`config.mk`:
```
export PLATFORM = sky130hd
export DESIGN_NAME = xbus_arbiter
export DESIGN_NICKNAME = d
export VERILOG_FILES = /design/src/rtl/xba_pkg.sv /design/src/rtl/xba_prio_resolve.sv /design/src/rtl/xba_pick.sv /design/src/rtl/xba_grant_reg.sv /design/src/rtl/xbus_arbiter.sv
export SDC_FILE = /design/constraint.sdc
export NUM_CORES = 1
export LEC_CHECK = 0
export BUFFER_PORTS_ARGS = -buffer_cell sky130_fd_sc_hd__clkbuf_2
export CORE_AREA = 2 2 39 41
export CTS_CLUSTER_SIZE = 10
export DETAILED_ROUTE_END_ITERATION = 16
export DIE_AREA = 0 0 41 43
export PLACE_DENSITY = 0.8
export SYNTH_ARGS = -nofsm -noshare
export SYNTH_HDL_FRONTEND = slang
export SYNTH_SLANG_ARGS = --single-unit
```
`constraint.sdc`:
```
create_clock -name clk -period 5 [get_ports clk]
set_clock_uncertainty 0.05 [all_clocks]
set_input_delay 1 -clock clk [delete_from_list [all_inputs] [get_ports clk]]
set_output_delay 1 -clock clk [all_outputs]
set_load 0.05 [all_outputs]
```
`src/rtl/xba_pkg.sv`:
```
package xba_pkg;

  // width of every priority level field
  parameter int XBA_PW = 2;

  // outcome of the core-versus-DMA level comparison
  typedef enum logic [1:0] {
    CLS_CORE_HIGH = 2'd0,
    CLS_DMA_HIGH  = 2'd1,
    CLS_EQUAL     = 2'd2
  } cls_e;

  // effective core level: a zero mode field defers to the status field,
  // otherwise the static level is one below the mode field value
  function automatic logic [XBA_PW-1:0] eff_core_prio(
    input logic [XBA_PW-1:0] mode,
    input logic [XBA_PW-1:0] stat
  );
    if (mode == '0) return stat;
    return mode - XBA_PW'(1);
  endfunction

  // compare the two levels
  function automatic cls_e classify(
    input logic [XBA_PW-1:0] core_lvl,
    input logic [XBA_PW-1:0] dma_lvl
  );
    if (core_lvl > dma_lvl) return CLS_CORE_HIGH;
    if (core_lvl < dma_lvl) return CLS_DMA_HIGH;
    return CLS_EQUAL;
  endfunction

  // next rotation pointer: one past the granted port, wrapping at nreq
  function automatic int unsigned next_ptr(input int unsigned idx, input int unsigned nreq);
    return (idx + 1 >= nreq) ? 0 : idx + 1;
  endfunction

endpackage

```
`src/rtl/xba_prio_resolve.sv`:
```
module xba_prio_resolve
  import xba_pkg::*;
(
  input  logic [XBA_PW-1:0] mode_prio,
  input  logic [XBA_PW-1:0] stat_prio,
  input  logic [XBA_PW-1:0] dma_prio,
  output logic [XBA_PW-1:0] core_lvl,
  output cls_e              cls
);

  always_comb begin
    core_lvl = eff_core_prio(mode_prio, stat_prio);
    cls      = classify(core_lvl, dma_prio);
  end

endmodule

```
`src/rtl/xba_pick.sv`:
```
module xba_pick
  import xba_pkg::*;
#(
  parameter int NCORE = 3,
  localparam int NREQ = NCORE + 1,
  localparam int IW   = $clog2(NREQ)
) (
  input  logic [NREQ-1:0] req,
  input  cls_e            cls,
  input  logic [IW-1:0]   ptr,
  output logic            win_valid,
  output logic [IW-1:0]   win_idx
);

  localparam logic [IW-1:0] DMA_IDX = IW'(NCORE);

  logic          core_any;
  logic [IW-1:0] core_idx;
  logic          rr_found;
  logic [IW-1:0] rr_idx;

  // fixed order inside the core group: lowest index first
  always_comb begin
    core_any = |req[NCORE-1:0];
    core_idx = '0;
    for (int i = NCORE - 1; i >= 0; i--) begin
      if (req[i]) core_idx = IW'(i);
    end
  end

  // rotation scan starting at the pointer
  always_comb begin
    rr_found = 1'b0;
    rr_idx   = '0;
    for (int k = 0; k < NREQ; k++) begin
      if (!rr_found && req[(int'(ptr) + k) % NREQ]) begin
        rr_found = 1'b1;
        rr_idx   = IW'((int'(ptr) + k) % NREQ);
      end
    end
  end

  always_comb begin
    win_valid = 1'b0;
    win_idx   = '0;
    unique case (cls)
      CLS_CORE_HIGH: begin
        if (core_any) begin
          win_valid = 1'b1;
          win_idx   = core_idx;
        end else if (req[NCORE]) begin
          win_valid = 1'b1;
          win_idx   = DMA_IDX;
        end
      end
      CLS_DMA_HIGH: begin
        if (req[NCORE]) begin
          win_valid = 1'b1;
          win_idx   = DMA_IDX;
        end else if (core_any) begin
          win_valid = 1'b1;
          win_idx   = core_idx;
        end
      end
      default: begin
        win_valid = rr_found;
        win_idx   = rr_idx;
      end
    endcase
  end

endmodule

```
`src/rtl/xba_grant_reg.sv`:
```
module xba_grant_reg
  import xba_pkg::*;
#(
  parameter int NREQ = 4,
  localparam int IW  = $clog2(NREQ)
) (
  input  logic            clk,
  input  logic            rst_n,
  input  logic [NREQ-1:0] req,
  input  logic            win_valid,
  input  logic [IW-1:0]   win_idx,
  output logic [NREQ-1:0] gnt,
  output logic [IW-1:0]   ptr,
  output logic            hold,
  output logic            take
);

  logic [NREQ-1:0] gnt_new;

  always_comb begin
    hold    = |(gnt & req);
    take    = !hold && win_valid;
    gnt_new = '0;
    if (take) gnt_new[win_idx] = 1'b1;
  end

  always_ff @(posedge clk or negedge rst_n) begin
    if (!rst_n) begin
      gnt <= '0;
      ptr <= '0;
    end else if (!hold) begin
      gnt <= gnt_new;
      if (take) ptr <= IW'(next_ptr(int'(win_idx), NREQ));
    end
  end

endmodule

```
`src/rtl/xbus_arbiter.sv`:
```
module xbus_arbiter
  import xba_pkg::*;
#(
  parameter int NCORE = 3
) (
  input  logic              clk,
  input  logic              rst_n,
  input  logic [NCORE-1:0]  req_core,
  input  logic              req_dma,
  input  logic [XBA_PW-1:0] mode_prio,
  input  logic [XBA_PW-1:0] stat_prio,
  input  logic [XBA_PW-1:0] dma_prio,
  output logic [NCORE-1:0]  gnt_core,
  output logic              gnt_dma,
  output logic              busy
);

  localparam int NREQ = NCORE + 1;
  localparam int IW   = $clog2(NREQ);

  // named internal events, visible to the bound checker
  logic [NREQ-1:0]   req_all;
  logic [NREQ-1:0]   gnt_all;
  logic [XBA_PW-1:0] core_lvl;
  cls_e              cls;
  logic              win_valid;
  logic [IW-1:0]     win_idx;
  logic [IW-1:0]     ptr;
  logic              hold;
  logic              take;

  assign req_all = {req_dma, req_core};

  xba_prio_resolve u_resolve (
    .mode_prio (mode_prio),
    .stat_prio (stat_prio),
    .dma_prio  (dma_prio),
    .core_lvl  (core_lvl),
    .cls       (cls)
  );

  xba_pick #(.NCORE(NCORE)) u_pick (
    .req       (req_all),
    .cls       (cls),
    .ptr       (ptr),
    .win_valid (win_valid),
    .win_idx   (win_idx)
  );

  xba_grant_reg #(.NREQ(NREQ)) u_grant (
    .clk       (clk),
    .rst_n     (rst_n),
    .req       (req_all),
    .win_valid (win_valid),
    .win_idx   (win_idx),
    .gnt       (gnt_all),
    .ptr       (ptr),
    .hold      (hold),
    .take      (take)
  );

  assign gnt_core = gnt_all[NCORE-1:0];
  assign gnt_dma  = gnt_all[NCORE];
  assign busy     = |gnt_all;

endmodule

```
==> results.py, run 1 <==
metrics = {
    "logic_synthesis": {
        "syn_nets": 79,
        "synth.avg_cell_area_um2": 9.271,
        "synth.distinct_cells": 29,
        "yosys_warnings": 0,
        "synth_cells": 61,
        "synth_top_family_by_area": "compound AO/OA/AOI/OAI gates",
        "muxShareOfSynthArea": 0.04425,
        "synth-seq-area-share": 0.2655,
        "syn_area_um2": 565.5,
        "synth_seq_cells": 6,
        "synthAdderAreaFrac": 0.1327,
        "synth-compound-area-share": 0.3053,
        "yosys.area_share.xor_xnor": 0,
        "yosys.area_share.simple": 0.1925,
    },
    "die": {
        "rows": 14,
        "pin_count": 17,
        "core_area_um2": 1384,
        "die_h_um": 43,
        "fp.dieW_um": 41,
        "dieArea_um2": 1763,
        "start_util": 0.4087,
    },
    "layout": {
        "diodes": 0,
        "area_growth_pct": 17.70,
        "final_cell_mix": "16 x clkbuf_2, 6 x ha_1, 6 x dfrtp_1",
        "final_layout_size_suffix_gt1_frac": 0.2949,
        "fin_nets": 98,
        "layout_commonest_cell": "clkbuf_2",
    },
    "global_routing": {
        "grt_pass1_wl_um": 2256,
        "globalRouteOverflowTotal": 0,
        "grt_util_all_layers": 0.1950,
        "grt_max_degree": 10,
        "antenna_found_initial": 0,
        "grt_pass1_vias": 554,
    },
    "cts": {
        "path_clk_slew_ns": 0.05,
        "postCtsResizedCells": 0,
        "cts.htree.levels": 1,
        "cts_sinks": 6,
        "root_buffer": "clkbuf_4",
        "worstSkewPairLatency_ns": 0.25,
        "tritoncts": "yes",
        "cts_buffers": 3,
        "cts_buffer_depth": 2,
        "hold_buffers": 0,
        "cts_setup_buffers": 0,
    },
    "route": {
        "routed-via-count": 555,
        "wl_per_cell_um": 13.69,
        "drcViolationCount": 0,
        "ant_nets": 0,
        "firstDrtPassIters": 4,
        "vias_per_cell": 5.904,
        "drtIter0Drc": 4,
        "routed_wl_um": 1287,
    },
    "pwr": {
        "p_int_mw": 0.1780,
        "seq_power_share": 0.268,
        "p_clk_frac": 0.129,
        "p_switching_mw": 0.1884,
        "p_sw_frac": 0.5142,
        "ir_drop_mv": 0.2004,
        "p_leak_nw": 0.3340,
        "power_density_nw_per_um2": 550.5,
        "combPwrFrac": 0.603,
    },
    "status": {
        "status": "complete, no violations",
    },
    "critical_path": {
        "start_kind": "input port",
        "cp.arrival_ns": 2.89,
        "crit_buf_inv": 1,
        "worst_path_max_delay_cell": "nor4_1",
        "worstReg2RegStart": "u_grant.ptr[1]$_DFFE_PN0P_",
        "endpoint_kind": "flop",
        "crit_cells": 8,
        "rr_endpoint": "u_grant.ptr[1]$_DFFE_PN0P_",
        "cp_top_family": "compound AO/OA/AOI/OAI gates",
        "r2r_cells": 6,
        "crit_path_max_incr_delay_ns": 0.45,
        "critical_path_required_ns": 5.08,
        "reg2reg_setup_slack_ns": 3.01,
        "cp_common_cell": "ha_1",
        "critical_path_class": "input port to flop",
        "crit_fanout": 6,
        "cp_cell_sequence": "clkbuf_2, o21bai_1, ha_1, o211ai_1, nor4_1, o22a_1, ha_1, mux2_4",
    },
    "sta": {
        "fin_ws_ns": 2.196,
        "slew_headroom": 0.6762,
        "hold_viol": 0,
        "rsz0062_at_grt": "no",
        "max_freq_mhz": 356.6,
        "timing.setup.tns_ns": 0,
        "slew_viol_final": 0,
        "finalSetupViolations": 0,
        "finalCritPeriodShare": 0.5608,
        "layout_min_cycle_time_ns": 2.804,
        "tightest_slew_ns": 0.4835,
    },
    "placed_design": {
        "place_ws_ns": 1.939,
        "io_buffers": 16,
        "gp_congestion": 0.9186,
        "hpwl_um": 998.2,
    },
    "worst_hold_path": {
        "min-delay-start": "u_grant.gnt[2]$_DFFE_PN0P_",
        "holdPathEnd": "u_grant.gnt[2]$_DFFE_PN0P_",
        "hold_class": "flop to flop",
        "hold_path_depth": 1,
    },
    "run": {
        "max-cap-violations": 0,
    },
}
[state kept, by name (all words and copies together), names as in the netlist]
| name | flops |
|---|---|
| u_grant.ptr | 2 |
| u_grant.gnt | 4 |
[logic make-up (layout without fill, tap and decap cells)]
group | Yosys count | after routing
AO/OA/AOI/OAI | 23 | 23
AND/OR/NAND/NOR | 19 | 19
adder cells (fa/ha/maj) | 6 | 6
flip-flops | 6 | 6
buffers and inverters | 5 | 22
multiplexers | 2 | 2
[cell type report]
cell class / count / area (um^2)
Clock buffer: 3 / 22.52
Fill cell: 126 / 718.2
Inverter: 3 / 11.26
Multi-Input combinational cell: 50 / 381.6
Sequential cell: 6 / 150.1
Tap cell: 16 / 20.02
Timing Repair Buffer: 16 / 80.08
[power groups by stage]
| stage | logic, mW | clock network [mW] | registers (mW) |
|---|---|---|---|
| 2_1_floorplan | 0.140 | 0 | 0.140 |
| 3_3_place_gp | 0.216 | 0 | 0.0982 |
| 3_5_place_dp | 0.222 | 0 | 0.0983 |
| 4_1_cts | 0.222 | 0.0476 | 0.0984 |
| 5_1_grt | 0.243 | 0.0518 | 0.103 |
| 6_report | 0.221 | 0.0473 | 0.0982 |
[worst max path at each step]
| stage | from | end |
|---|---|---|
| after floorplan | mode_prio[1] | u_grant.ptr[1]$_DFFE_PN0P_ |
| after global placement | mode_prio[1] | u_grant.ptr[1]$_DFFE_PN0P_ |
| after detailed placement | mode_prio[1] | u_grant.ptr[1]$_DFFE_PN0P_ |
| after CTS | mode_prio[1] | u_grant.ptr[1]$_DFFE_PN0P_ |
| after global routing | mode_prio[1] | u_grant.ptr[1]$_DFFE_PN0P_ |
| final | mode_prio[0] | u_grant.ptr[1]$_DFFE_PN0P_ |
[Yosys cell counts]
cell,instances,share of area
dfrtp_1,6,0.27
ha_1,6,0.13
nand2_1,5,0.033
nor2_1,5,0.033
a22o_1,4,0.062
a21oi_1,3,0.027
inv_1,3,0.020
o21a_1,3,0.040
o22ai_1,3,0.033
buf_6,2,0.040
nor3b_1,2,0.027
o211ai_1,2,0.027
a21o_1,1,0.013
a22oi_1,1,0.013
a22oi_2,1,0.022
and2b_1,1,0.013
and3_4,1,0.020
mux2_4,1,0.027
mux2i_1,1,0.018
nand2b_1,1,0.011
nor2b_1,1,0.011
nor4_1,1,0.011
o21ai_0,1,0.0088
o21bai_1,1,0.013
o22a_1,1,0.015
o31a_1,1,0.015
o41ai_1,1,0.015
or4_1,1,0.013
or4_4,1,0.020
[worst reg2reg max path: stages (launching register included)]
cell and delay, ns:
dfrtp_1 0.46, mux2i_1 0.21, nor2_1 0.07, nor4_1 0.38
o22a_1 0.22, ha_1 0.23, mux2_4 0.25
[metrics by stage]
step                  util  hold slack (ns)  instances  cell area [um^2]  total power [mW]
floorplan                -           0.5214         61             565.5            0.2800
global placement    0.4647           0.5002         91             643.1            0.3144
detailed placement  0.4647           0.5037         91             643.1            0.3203
CTS                 0.4810           0.5140         94             665.6            0.3677
global route        0.4810           0.5288         94             665.6            0.3970
finish              0.4810           0.5123         94             665.6            0.3665
[per-layer routing]
layer,vias to the layer above,global-route usage,part of all wire
met1,256,0.2516,0.45
li1,268,-,-
met4,0,0.1800,0.040
met5,-,0,0
met3,5,0.01571,0.053
met2,26,0.2688,0.46
Note: power is estimated with default switching activity, not from simulation.
==> run 2: changes to the inputs <==
--- a/config.mk
+++ b/config.mk
@@ -5,12 +5,13 @@
 export SDC_FILE = /design/constraint.sdc
 export NUM_CORES = 1
 export LEC_CHECK = 0
+export ABC_AREA = 1
 export BUFFER_PORTS_ARGS = -buffer_cell sky130_fd_sc_hd__clkbuf_2
-export CORE_AREA = 2 2 39 41
+export CORE_MARGIN = 1.5
+export CORE_UTILIZATION = 45
 export CTS_CLUSTER_SIZE = 10
 export DETAILED_ROUTE_END_ITERATION = 16
-export DIE_AREA = 0 0 41 43
-export PLACE_DENSITY = 0.8
+export PLACE_DENSITY = 0.81
 export SYNTH_ARGS = -nofsm -noshare
 export SYNTH_HDL_FRONTEND = slang
 export SYNTH_SLANG_ARGS = --single-unit
==> constraint.sdc (replaced) <==
create_clock -name clk -period 2.7 [get_ports clk]
set_clock_uncertainty 0.05 [all_clocks]
set_input_delay 0.54 -clock clk [delete_from_list [all_inputs] [get_ports clk]]
set_output_delay 0.54 -clock clk [all_outputs]
set_load 0.05 [all_outputs]
==> run 2 against run 1 <==
Compared with the run above:
- worst hold slack worse by 0.45 ns
- first-iteration DRC count grew to 9.0 times the previous value
- routed wire length increased by 13%
- register-to-register slack lost 2.3 ns
- sequential power grew 87%
==> results.py, run 2 <==
metrics = {
    "logic_synthesis": {
        "synth_edf_count": 0,
        "synth.distinct_cells": 19,
        "synth.most_common_cell": "nand2_1",
        "synth_seq_cells": 6,
        "yosys_warnings": 0,
        "synth_cells": 108,
        "yosys-top-cells-count": "30 x nand2_1, 12 x inv_1, 10 x nand2_2",
        "async_flop_share": 1.000,
        "syn_nets": 126,
        "yosys.area.top_type": "dfrtp_1",
        "yosys-top-cells-area": "dfrtp_1 22%, nand2_1 17%, ha_1 11%",
        "synth_top_area_frac": 0.2226,
        "synth.avg_cell_area_um2": 6.244,
        "synth_ff_type": "dfrtp_1",
        "syn_area_um2": 674.4,
        "synth-seq-area-share": 0.2226,
    },
    "sta": {
        "slew_headroom": 0.7486,
        "tightest_slew_ns": 0.3770,
        "max_freq_mhz": 423.7,
        "finalSetupViolations": 0,
        "layout_min_cycle_time_ns": 2.360,
        "hold_viol": 0,
        "finalCritPeriodShare": 0.8742,
        "slew_viol_final": 0,
        "timing.setup.tns_ns": 0,
        "rsz0062_at_grt": "no",
        "fin_ws_ns": 0.3397,
    },
    "global_routing": {
        "grt_util_all_layers": 0.1906,
        "grt_pass1_vias": 659,
        "globalRouteOverflowTotal": 0,
        "grt_pass1_wl_um": 2608,
        "antenna_found_initial": 0,
        "grt_max_degree": 10,
    },
    "critical_path": {
        "critical_path_required_ns": 2.77,
        "endpoint": "u_grant.ptr[1]$_DFFE_PN0P_",
        "endpoint_kind": "flop",
        "r2r_cells": 12,
        "rr_endpoint": "u_grant.ptr[1]$_DFFE_PN0P_",
        "critical_path_class": "input port to flop",
        "crit_start": "mode_prio[0]",
        "crit_fanout": 4,
        "cp_cell_sequence": "clkbuf_2, inv_1, a21oi_1, a21oi_1, ha_1, a21oi_1, a21oi_1, and3_1, nor2_1, a21oi_1, ha_1, nand2_1, o21ai_0",
        "worst_path_max_delay_cell": "ha_1",
        "reg2reg_setup_slack_ns": 0.76,
        "cp.arrival_ns": 2.43,
        "crit_path_max_incr_delay_ns": 0.31,
        "start_kind": "input port",
        "cp_common_cell": "a21oi_1",
        "worstReg2RegStart": "u_grant.ptr[0]$_DFFE_PN0P_",
    },
    "die": {
        "start_util": 0.4995,
        "die_h_um": 41.71,
        "rows": 13,
        "core_area_um2": 1350,
        "pin_count": 17,
        "fp.dieW_um": 41.71,
        "dieArea_um2": 1740,
    },
    "layout": {
        "layout_commonest_cell": "nand2_1",
        "fin_nets": 146,
        "finalNonFillerCells": 141,
        "area_growth_pct": 16.33,
        "diodes": 0,
        "postLayoutCellArea_um2": 784.5,
        "final_layout_size_suffix_gt1_frac": 0.2857,
        "final_cell_mix": "30 x nand2_1, 16 x clkbuf_2, 12 x inv_1",
        "top_register": "u_grant.gnt",
        "reg_top3": "u_grant.gnt: 4 flops, u_grant.ptr: 2 flops",
        "largest_reg_flops": 4,
    },
    "cts": {
        "cts_sinks": 6,
        "postCtsResizedCells": 0,
        "tritoncts": "yes",
        "cts.htree.levels": 1,
        "cts_buffers": 3,
        "worstSkewPairLatency_ns": 0.24,
        "cts_buffer_depth": 2,
        "root_buffer": "clkbuf_4",
        "path_clk_slew_ns": 0.04,
        "hold_buffers": 0,
        "cts_setup_buffers": 0,
    },
    "placed_design": {
        "dp_cells": 138,
        "place_ws_ns": 0.1015,
        "io_buffers": 16,
        "placed_area_um2": 762.0,
        "hpwl_um": 1204,
        "gp_congestion": 0.7913,
    },
    "pwr": {
        "power_density_nw_per_um2": 1135,
        "ir_drop_mv": 0.3635,
        "p_switching_mw": 0.5269,
        "p_int_mw": 0.3632,
        "p_leak_nw": 0.4475,
        "combPwrFrac": 0.703,
        "seq_power_share": 0.206,
        "fin_total_pwr_mw": 0.8900,
        "p_sw_frac": 0.5920,
        "p_clk_frac": 0.091,
    },
    "route": {
        "firstDrtPassIters": 4,
        "ant_nets": 0,
        "drcViolationCount": 0,
        "drtIter0Drc": 36,
        "wl_per_cell_um": 10.33,
        "vias_per_cell": 5.213,
        "routed-via-count": 735,
        "routed_wl_um": 1457,
    },
    "worst_hold_path": {
        "hold_class": "input port to async pin",
    },
    "status": {
        "status": "complete, no violations",
    },
    "run": {
        "max-cap-violations": 0,
    },
}
## run 2: cell count changes after synthesis, sizes merged, moves of 4 or more
cell,delta
a22o,-4
nand3,+7
a21oi,+4
inv,+14
o21ai,+11
nand2,+35
## run 2: cell type report
type | instances | area [um^2]
fillers | 145 | 565.5
multi-input cells | 84 | 444.2
repair buffers | 16 | 80.08
well taps | 15 | 18.77
flip-flops and latches | 6 | 150.1
clock buffers | 3 | 22.52
inverters | 17 | 68.82
## run 2: worst min-delay path by stage
stage                      from                    endpoint  cells after the start
final                     rst_n  u_grant.ptr[1]$_DFFE_PN0P_                      1
after global routing      rst_n  u_grant.gnt[3]$_DFFE_PN0P_                      1
after CTS                 rst_n  u_grant.ptr[1]$_DFFE_PN0P_                      1
after detailed placement  rst_n  u_grant.ptr[1]$_DFFE_PN0P_                      1
after global placement    rst_n  u_grant.gnt[0]$_DFFE_PN0P_                      1
after floorplan           rst_n  u_grant.gnt[0]$_DFFE_PN0P_                      0
## run 2: stage by stage
stage / util / hold slack, ns
after global routing: 0.5811 / 0.06780
after detailed placement: 0.5644 / 0.3225
final: 0.5811 / 0.06609
after CTS: 0.5811 / 0.06683
after floorplan: - / 0.1944
after global placement: 0.5644 / 0.3193
## run 2: worst max-delay path, delay by kind of cell
| kind | cells | cell delay, ns |
|---|---|---|
| adders and majority gates | 2 | 0.58 |
| and+or+nand+nor | 3 | 0.34 |
| buffers and inverters | 2 | 0.12 |
| AOI/OAI and AO/OA | 6 | 0.84 |
## run 2: power by group through the flow
stage / logic (mW) / clock network [mW] / registers, mW
after floorplan: 0.436 / 0 / 0.262
after global placement: 0.615 / 0 / 0.182
after detailed placement: 0.624 / 0 / 0.184
after CTS: 0.626 / 0.0822 / 0.183
after global routing: 0.702 / 0.0926 / 0.189
final: 0.626 / 0.0806 / 0.184
## run 2: cells by family (layout without fill, tap and decap cells)
| kind of cell | after synthesis | in the layout | share of synthesized area |
|---|---|---|---|
| AO/OA/AOI/OAI | 21 | 21 | 0.1595 |
| adder cells (fa/ha/maj) | 6 | 6 | 0.1113 |
| buffers and inverters | 18 | 36 | 0.1187 |
| flip-flops | 6 | 6 | 0.2226 |
| AND/OR/NAND/NOR | 57 | 57 | 0.3878 |
## run 2: layer usage
| metal | vias to the layer above | track usage | wire [um] |
|---|---|---|---|
| met5 | - | 0 | 0 |
| li1 | 386 | - | - |
| met2 | 23 | 0.3219 | 703 |
| met4 | 0 | 0.07742 | 25 |
| met3 | 5 | 0.02609 | 77 |
| met1 | 321 | 0.2419 | 652 |
==> run 3: changes to the inputs <==
--- a/config.mk
+++ b/config.mk
@@ -5,13 +5,12 @@
 export SDC_FILE = /design/constraint.sdc
 export NUM_CORES = 1
 export LEC_CHECK = 0
-export ABC_AREA = 1
 export BUFFER_PORTS_ARGS = -buffer_cell sky130_fd_sc_hd__clkbuf_2
-export CORE_MARGIN = 1.5
-export CORE_UTILIZATION = 45
+export CORE_AREA = 2 2 39 41
 export CTS_CLUSTER_SIZE = 10
 export DETAILED_ROUTE_END_ITERATION = 16
-export PLACE_DENSITY = 0.81
+export DIE_AREA = 0 0 41 43
+export PLACE_DENSITY = 0.78
 export SYNTH_ARGS = -nofsm -noshare
 export SYNTH_HDL_FRONTEND = slang
 export SYNTH_SLANG_ARGS = --single-unit
==> run 3 against run 2 <==
Compared with the run above:
- die area increased by 1.3%
- first-iteration DRC count decreased by 78%
- power decreased by 25%
- worst hold slack about the same
- cell area decreased by 15%
- largest cell class unchanged
==> results.py, run 3 (synthesized netlist as in run 1, its figures left out) <==
metrics = {
    "status": {
        "status": "complete, no violations",
    },
    "sta": {
        "layout_min_cycle_time_ns": 2.388,
        "rsz0062_at_grt": "no",
        "hold_viol": 0,
        "tightest_slew_ns": 0.4796,
        "slew_headroom": 0.6789,
        "slew_viol_final": 0,
        "max_freq_mhz": 418.8,
        "finalSetupViolations": 0,
        "finalCritPeriodShare": 0.8844,
        "timing.setup.tns_ns": 0,
    },
    "route": {
        "routed-via-count": 533,
        "firstDrtPassIters": 4,
        "vias_per_cell": 5.670,
        "ant_nets": 0,
        "wl_per_cell_um": 12.56,
        "drtIter0Drc": 8,
        "drcViolationCount": 0,
        "routed_wl_um": 1181,
    },
    "run": {
        "max-cap-violations": 0,
    },
    "cts": {
        "worstSkewPairLatency_ns": 0.24,
        "cts.htree.levels": 1,
        "tritoncts": "yes",
        "root_buffer": "clkbuf_4",
        "cts_sinks": 6,
        "hold_buffers": 0,
        "cts_setup_buffers": 0,
        "cts_buffers": 3,
        "postCtsResizedCells": 0,
        "cts_buffer_depth": 2,
        "path_clk_slew_ns": 0.04,
    },
    "global_routing": {
        "grt_pass1_vias": 512,
        "grt_pass1_wl_um": 2028,
        "antenna_found_initial": 0,
        "grt_max_degree": 10,
        "grt_util_all_layers": 0.1622,
        "globalRouteOverflowTotal": 0,
    },
    "critical_path": {
        "cp.arrival_ns": 2.46,
        "critical_path_required_ns": 2.77,
        "critical_path_class": "input port to flop",
        "crit_path_max_incr_delay_ns": 0.29,
        "worst_path_max_delay_cell": "ha_1",
        "crit_fanout": 3,
        "endpoint_kind": "flop",
        "start_kind": "input port",
        "cp_cell_sequence": "clkbuf_2, nor2_1, nand2_1, nand2_1, ha_1, nor2b_1, o21a_1, o31a_1, o22a_1, ha_1, mux2_4",
    },
    "layout": {
        "fin_nets": 98,
        "largest_reg_flops": 4,
        "diodes": 0,
        "layout_commonest_cell": "clkbuf_2",
        "top_register": "u_grant.gnt",
        "final_layout_size_suffix_gt1_frac": 0.2949,
        "final_cell_mix": "16 x clkbuf_2, 6 x ha_1, 6 x dfrtp_1",
        "area_growth_pct": 17.70,
        "reg_top3": "u_grant.gnt: 4 flops, u_grant.ptr: 2 flops",
    },
    "die": {
        "fp.dieW_um": 41,
        "start_util": 0.4087,
        "rows": 14,
        "die_h_um": 43,
        "core_area_um2": 1384,
        "pin_count": 17,
        "dieArea_um2": 1763,
    },
    "pwr": {
        "fin_total_pwr_mw": 0.6690,
        "ir_drop_mv": 0.2862,
        "power_density_nw_per_um2": 1005,
        "p_leak_nw": 0.3340,
    },
    "placed_design": {
        "hpwl_um": 956.6,
        "gp_congestion": 0.8278,
        "io_buffers": 16,
    },
    "worst_hold_path": {
        "hold_class": "input port to async pin",
    },
}
## run 3: critical path, delay by kind of cell
| family | cells | cell delay, ns |
|---|---|---|
| AO/OA/AOI/OAI | 3 | 0.66 |
| adder cells (fa/ha/maj) | 2 | 0.52 |
| AND/OR/NAND/NOR | 4 | 0.38 |
| multiplexers | 1 | 0.25 |
| buffers and inverters | 1 | 0.10 |
## run 3: metrics by stage
step                      worst slack [ns]  cell area, um^2  utilization  hold WS, ns  instances
after floorplan                     0.2987            565.5            -       0.1944         61
after global placement              0.1300            643.1       0.4647       0.3178         91
after detailed placement           0.05262            643.1       0.4647       0.3248         91
after CTS                           0.3054            665.6       0.4810      0.06396         94
after global routing                0.1997            665.6       0.4810      0.06472         94
final                               0.3122            665.6       0.4810      0.06657         94
## run 3: path summary, 6_finish.rpt
path                                       startpoint                    endpoint  slack [ns]  cells after the start
hold reg to reg            u_grant.gnt[2]$_DFFE_PN0P_  u_grant.gnt[2]$_DFFE_PN0P_        0.52                      1
max in group asynchronous                       rst_n  u_grant.gnt[1]$_DFFE_PN0P_        2.39                      1
hold / removal                                  rst_n  u_grant.gnt[3]$_DFFE_PN0P_        0.07                      1
min in group clk           u_grant.gnt[2]$_DFFE_PN0P_  u_grant.gnt[2]$_DFFE_PN0P_        0.52                      1
setup reg to reg           u_grant.ptr[1]$_DFFE_PN0P_  u_grant.ptr[1]$_DFFE_PN0P_        0.74                      6
setup / recovery                         mode_prio[1]  u_grant.ptr[1]$_DFFE_PN0P_        0.31                     11
## run 3: layout make-up
cell class,count,area [um^2]
fillers,142,718.2
multi-input cells,50,381.6
flip-flops and latches,6,150.1
repair buffers,16,80.08
clock buffers,3,22.52
well taps,16,20.02
inverters,3,11.26
## run 3: per-layer routing
| metal | GRT usage | vias to the layer above | wire (um) |
|---|---|---|---|
| li1 | - | 270 | - |
| met1 | 0.2006 | 248 | 519 |
| met2 | 0.2531 | 15 | 616 |
| met3 | 0.01047 | 0 | 45 |
| met4 | 0.1067 | 0 | 0 |
| met5 | 0 | - | 0 |
## run 3: where the power goes
part	leakage, nW	switching (mW)	internal (mW)	total, mW
clock network	0.0138	0.0300	0.0501	0.0801
logic	0.244	0.260	0.147	0.407
registers	0.0759	0.0499	0.132	0.182
